===== src/rtl/trap_pkg.sv =====
package trap_pkg;
  localparam logic [1:0] PRIV_U = 2'd0;
  localparam logic [1:0] PRIV_S = 2'd1;
  localparam logic [1:0] PRIV_M = 2'd3;

  typedef struct packed {
    logic [1:0] mpp;
    logic       spp;
    logic       mpie;
    logic       spie;
    logic       mie;
    logic       sie;
    logic       uie;
  } stat_t;
endpackage


===== src/rtl/trap_deleg_decide.sv =====
module trap_deleg_decide #(
  parameter int XLEN = 32
) (
  input  logic [XLEN-1:0] cause_i,
  input  logic [XLEN-1:0] edeleg_i,
  input  logic [XLEN-1:0] ideleg_i,
  input  logic [1:0]      priv_i,
  output logic            to_s_o
);
  localparam int IW = $clog2(XLEN);

  logic [XLEN-2:0] idx;
  logic [XLEN-1:0] mask;
  logic            in_range;
  logic            dbit;

  assign idx      = cause_i[XLEN-2:0];
  assign mask     = cause_i[XLEN-1] ? ideleg_i : edeleg_i;
  assign in_range = idx < (XLEN-1)'(XLEN);
  assign dbit     = in_range ? mask[idx[IW-1:0]] : 1'b0;
  assign to_s_o   = (priv_i <= trap_pkg::PRIV_S) && dbit;
endmodule


===== src/rtl/trap_status_update.sv =====
module trap_status_update (
  input  logic [7:0] status_i,
  input  logic [1:0] priv_i,
  input  logic       to_s_i,
  output logic [7:0] status_o,
  output logic [1:0] priv_o
);
  import trap_pkg::*;

  stat_t cur;
  stat_t nxt;
  logic  cur_en;

  assign cur = stat_t'(status_i);

  always_comb begin
    unique case (priv_i)
      PRIV_U:  cur_en = cur.uie;
      PRIV_S:  cur_en = cur.sie;
      PRIV_M:  cur_en = cur.mie;
      default: cur_en = 1'b0;
    endcase
  end

  always_comb begin
    nxt = cur;
    if (to_s_i) begin
      nxt.spie = cur_en;
      nxt.spp  = priv_i[0];
      nxt.sie  = 1'b0;
      priv_o   = PRIV_S;
    end else begin
      nxt.mpie = cur_en;
      nxt.mpp  = priv_i;
      nxt.mie  = 1'b0;
      priv_o   = PRIV_M;
    end
  end

  assign status_o = nxt;
endmodule


===== src/rtl/trap_mode_regs.sv =====
module trap_mode_regs #(
  parameter int XLEN = 32
) (
  input  logic            clk,
  input  logic            rst,
  input  logic            we_i,
  input  logic [XLEN-1:0] cause_i,
  input  logic [XLEN-1:0] epc_i,
  input  logic [XLEN-1:0] bad_i,
  output logic [XLEN-1:0] cause_o,
  output logic [XLEN-1:0] epc_o,
  output logic [XLEN-1:0] bad_o
);
  always_ff @(posedge clk) begin
    if (rst) begin
      cause_o <= '0;
      epc_o   <= '0;
      bad_o   <= '0;
    end else if (we_i) begin
      cause_o <= cause_i;
      epc_o   <= epc_i;
      bad_o   <= bad_i;
    end
  end
endmodule


===== src/rtl/trap_entry_ctrl.sv =====
module trap_entry_ctrl #(
  parameter int          XLEN     = 32,
  parameter int unsigned RESET_PC = 32'h0000_1000,
  parameter int unsigned MTVEC    = 32'h0000_0100
) (
  input  logic            clk,
  input  logic            rst,
  input  logic            trap_i,
  input  logic [XLEN-1:0] cause_i,
  input  logic [XLEN-1:0] epc_i,
  input  logic [XLEN-1:0] badaddr_i,
  input  logic [XLEN-1:0] edeleg_i,
  input  logic [XLEN-1:0] ideleg_i,
  input  logic [XLEN-1:0] stvec_i,
  input  logic [7:0]      status_i,
  input  logic [1:0]      priv_i,
  input  logic            resv_set_i,
  output logic [XLEN-1:0] pc_o,
  output logic [1:0]      priv_o,
  output logic [7:0]      status_o,
  output logic            to_s_o,
  output logic [XLEN-1:0] scause_o,
  output logic [XLEN-1:0] sepc_o,
  output logic [XLEN-1:0] sbad_o,
  output logic [XLEN-1:0] mcause_o,
  output logic [XLEN-1:0] mepc_o,
  output logic [XLEN-1:0] mbad_o,
  output logic            resv_o
);
  localparam int NMODE = 2;  // index 0 = supervisor, 1 = machine

  logic            to_s;
  logic [7:0]      stat_nxt;
  logic [1:0]      priv_nxt;
  logic [XLEN-1:0] vec_pc;
  logic [XLEN-1:0] cause_q [NMODE];
  logic [XLEN-1:0] epc_q   [NMODE];
  logic [XLEN-1:0] bad_q   [NMODE];

  trap_deleg_decide #(.XLEN(XLEN)) u_decide (
    .cause_i  (cause_i),
    .edeleg_i (edeleg_i),
    .ideleg_i (ideleg_i),
    .priv_i   (priv_i),
    .to_s_o   (to_s)
  );

  trap_status_update u_stat (
    .status_i (status_i),
    .priv_i   (priv_i),
    .to_s_i   (to_s),
    .status_o (stat_nxt),
    .priv_o   (priv_nxt)
  );

  for (genvar g = 0; g < NMODE; g++) begin : g_mode
    logic sel;
    assign sel = (g == 0) ? to_s : !to_s;
    trap_mode_regs #(.XLEN(XLEN)) u_regs (
      .clk     (clk),
      .rst     (rst),
      .we_i    (trap_i && sel),
      .cause_i (cause_i),
      .epc_i   (epc_i),
      .bad_i   (badaddr_i),
      .cause_o (cause_q[g]),
      .epc_o   (epc_q[g]),
      .bad_o   (bad_q[g])
    );
  end

  assign vec_pc = to_s ? stvec_i : XLEN'(MTVEC);

  always_ff @(posedge clk) begin
    if (rst) begin
      pc_o     <= XLEN'(RESET_PC);
      priv_o   <= trap_pkg::PRIV_M;
      status_o <= '0;
      to_s_o   <= 1'b0;
      resv_o   <= 1'b0;
    end else begin
      if (trap_i) begin
        pc_o     <= vec_pc;
        priv_o   <= priv_nxt;
        status_o <= stat_nxt;
        to_s_o   <= to_s;
        resv_o   <= 1'b0;
      end else if (resv_set_i) begin
        resv_o   <= 1'b1;
      end
    end
  end

  assign scause_o = cause_q[0];
  assign sepc_o   = epc_q[0];
  assign sbad_o   = bad_q[0];
  assign mcause_o = cause_q[1];
  assign mepc_o   = epc_q[1];
  assign mbad_o   = bad_q[1];
endmodule


===== config.mk =====
export PLATFORM = sky130hd
export DESIGN_NAME = trap_entry_ctrl
export DESIGN_NICKNAME = d
export VERILOG_FILES = /design/src/rtl/trap_pkg.sv /design/src/rtl/trap_deleg_decide.sv /design/src/rtl/trap_status_update.sv /design/src/rtl/trap_mode_regs.sv /design/src/rtl/trap_entry_ctrl.sv
export SDC_FILE = /design/constraint.sdc
export NUM_CORES = 1
export LEC_CHECK = 0
export BUFFER_PORTS_ARGS = -buffer_cell sky130_fd_sc_hd__buf_2
export CORE_AREA = 2 2 169 171
export DETAILED_ROUTE_END_ITERATION = 6
export DIE_AREA = 0 0 171 173
export SYNTH_ARGS = -nofsm -noshare
export SYNTH_HDL_FRONTEND = slang
export SYNTH_SLANG_ARGS = --single-unit

===== constraint.sdc =====
create_clock -name clk -period 2.85 [get_ports clk]
set_clock_uncertainty 0.1 [all_clocks]
set_input_delay 0.57 -clock clk [delete_from_list [all_inputs] [get_ports clk]]
set_output_delay 0.57 -clock clk [all_outputs]
set_load 0.1 [all_outputs]

==> impl_metrics.csv <==
group,metric,value,unit
pwr,p_leak,6.89,nW
setup_path,worstSetupPathType,"input port to register",
clock_network,clk_path_buf_depth,3,
pwr,ir_drop,0.000420,V
synth,synth.top_cell.area_share,51.6,%
routing,final_antenna_net_count,0,
routing,wl,28000,um
grt,grt_pass1_wl,43100,um
final_layout,fillCellCount,2694,
clock_network,cts_buffers,26,
sta,worst_pin_slew,746,ps
clock_network,holdBufCountCts,0,
grt,antenna_found_initial,1,
routing,wl_met2,13300,um
placed_design,dpl.hpwl,21200,um
floorplanning,fp.coreArea,0.0276,mm2
floorplanning,ios,442,
placed_design,portBuffers,440,
sta,period_needed,2620,ps
final_layout,drive_above_1_share,39.2,%
synth,synth_top_family_by_area,"multiplexers",
floorplanning,rows,61,
setup_path,path_common_cell,"buf_12",
synth,synth_compound_area_share,5.96,%
synth,muxShareOfSynthArea,22.1,%
synth,synth_edf_count,0,
sta,final_hold_viol_count,0,
setup_path,crit_start,"cause_i[31]",
final_layout,finalNonFillerCells,1756,
routing,m1WireLength,12100,um
grt,grt_pass1_vias,7901,
min_path,min_path_type,"input port to register",
sta,max_freq,381,MHz
setup_path,reg2reg_slack,1830,ps
setup_path,r2r_end,"status_o[4]$_SDFFE_PP0P_",
synth,synthXorXnorAreaFrac,0,%
synth,yosys.area.top_type,"dfxtp_1",
synth,synth_area_leaders,"dfxtp_1 52%, mux2i_1 21%, nand2_1 11%",
setup_path,worstPathArrival,2970,ps
setup_path,worstSetupStartpointType,"input port",
flow_run,cap_violations,0,
synth,syn-num-nets,1121,
clock_network,cts_resized,0,
sta,timing.final.ws_setup,227,ps
grt,grt_max_degree,137,
routing,drtPass1Iterations,5,
setup_path,cp.required,3190,ps
clock_network,cts_max_level,1,
clock_network,cts_tree,"done",
setup_path,cp_slowest_cell,"o41a_4",
clock_network,insertion_delay,510,ps
synth,synth_ff_type,"dfxtp_1",
setup_path,crit-reg2reg-launch,"status_o[4]$_SDFFE_PP0P_",
synth,avgSynthCellArea,9.96,um2
routing,wl_per_cell,16.0,um
setup_path,endpoint_kind,"register",
clock_network,root_buffer,"clkbuf_16",
run_status,status,"complete, no violations",
clock_network,clkSlewWorstSetupHoldPaths,60,ps
placed_design,dp_cells,1711,
setup_path,crit_end,"g_mode[1].u_regs.cause_o[26]$_SDFFE_PP0P_",
sta,fin_crit_sh,92.0,%
floorplanning,start_util,33.0,%
setup_path,worst-r2r-cell-count,4,
routing,highest_layer,"met4",
sta,finalSetupViolCount,0,
sta,timing.slew.headroom,50.3,%
synth,yosys.area_share.simple,15.9,%
setup_path,crit_chain,"buf_2, buf_4, buf_12, mux2i_1, a22oi_1, and4_1, o41a_4, a21oi_4, buf_12, buf_12, mux2i_1",
pwr,p_per_area,623,mW/mm2
routing,wl_met3,2010,um
clock_network,cts.sinks,235,
synth,synthCells,915,
synth,synthArstFlopShare,0,%
synth,ys_types,47,
grt,track_usage,18.0,%
synth,synth_area,0.00912,mm2
setup_path,slowest_delay,510,ps
routing,drc,0,
final_layout,fin_nets,1567,
clock_network,postCtsSetupRepairBufs,0,
floorplanning,die_h,173,um
final_layout,area_growth,40.0,%
setup_path,path_max_fanout,23,
routing,vias_per_cell,4.62,
floorplanning,die_x,171,um
pwr,power,7.95,mW
sta,grt_setup_unrepaired,"false",
floorplanning,dieArea,0.0296,mm2
synth,synthAdderAreaFrac,0,%
synth,ys_warn_count,0,
synth,yosysSeqAreaShare,51.6,%
routing,initialDrtViolationCount,309,
routing,via_count,8112,
grt,overflow,0,
synth,yosys_register_bits,235,
sta,holdWs,153,ps
sta,drv_slew,0,
placed_design,place.gp.congestion,0.879,
placed_design,pre_cts_slack,-316,ps
-- state kept, by name, indices dropped and copies added, names as in the netlist --
name	flops
g_mode.u_regs.cause_o	64
resv_o	1
status_o	8
g_mode.u_regs.epc_o	64
pc_o	32
to_s_o	1
priv_o	1
g_mode.u_regs.bad_o	64
-- where the power goes --
| group | internal, mW | switching (mW) |
|---|---|---|
| clock network | 1.88 | 1.28 |
| registers | 3.38 | 0.0460 |
| logic | 0.336 | 1.03 |
-- cell usage after synthesis (2+ instances only) --
library cell / instances
and3_1: 29
nand2b_1: 2
nor3_1: 5
clkbuf_1: 43
a22o_1: 33
and4_1: 2
buf_6: 3
mux4_2: 4
nor4_1: 8
buf_8: 3
nor2_1: 16
a31oi_1: 3
nand3b_1: 2
a211oi_1: 2
nand2_1: 268
a31o_2: 2
a311oi_1: 2
nand3_1: 5
nor2b_1: 2
buf_2: 7
o21ai_0: 4
a22oi_1: 7
inv_1: 2
mux2i_1: 191
buf_4: 12
a21oi_1: 3
dfxtp_1: 235
-- per-stage QoR --
stage | utilization [%] | setup TNS (ps) | area [um2]
floorplan | - | 0 | 9130
global placement | 43.3 | -27240 | 12000
detailed placement | 43.3 | -39120 | 12000
CTS | 46.2 | 0 | 12800
global route | 46.2 | 0 | 12800
finish | 46.2 | 0 | 12800
-- logic make-up after synthesis --
kind of cell,after synthesis
compound gates,65
other cells,1
buf+inv,73
simple gates,345
mux,196
flops,235
-- area by class of cell --
class	instances	area (um2)	area share, %
flip-flops and latches	235	4700	36.9
multi-input cells	607	4040	31.6
repair buffers	488	2730	21.4
clock buffers	41	788	6.18
well taps	378	473	3.71
inverters	3	18.8	0.147
clock inverters	3	15.0	0.118
diodes	1	2.50	0.0196
-- routing by layer --
metal	vias up	track usage, %
met5	-	0
met4	0	4.91
met3	43	4.05
met2	272	30.2
met1	3785	23.2
li1	4012	-
-- critical path, delay by kind of cell --
kind	cells	cell delay, ps
compound gates	3	850
mux	2	400
buf+inv	5	910
simple gates	1	220
-- how the worst min path moves through the flow --
stage                                                   start                                         to  slack [ps]  cells after the start
floorplan                                          resv_set_i                        resv_o$_SDFFE_PP0P_         580                      1
global placement      g_mode[1].u_regs.epc_o[13]$_SDFFE_PP0P_    g_mode[1].u_regs.epc_o[13]$_SDFFE_PP0P_         340                      2
detailed placement  g_mode[1].u_regs.cause_o[31]$_SDFFE_PP0P_  g_mode[1].u_regs.cause_o[31]$_SDFFE_PP0P_         340                      2
CTS                                                resv_set_i                        resv_o$_SDFFE_PP0P_         130                      2
global route                                       stvec_i[1]                       pc_o[1]$_SDFFE_PP0P_         140                      2
finish                                             resv_set_i                        resv_o$_SDFFE_PP0P_         150                      2
-- cell usage in the layout, fill, tap and decap left out, types with 13 or more instances in the layout --
cell / Yosys / layout
buf_2: 7 / 440
nand2_1: 268 / 268
dfxtp_1: 235 / 235
mux2i_1: 191 / 191
buf_4: 12 / 35
a22o_1: 33 / 33
and3_1: 29 / 29
clkbuf_16: 0 / 27
nor2_1: 16 / 15
buf_12: 1 / 13
No activity file was read; power rests on OpenSTA's default activity.
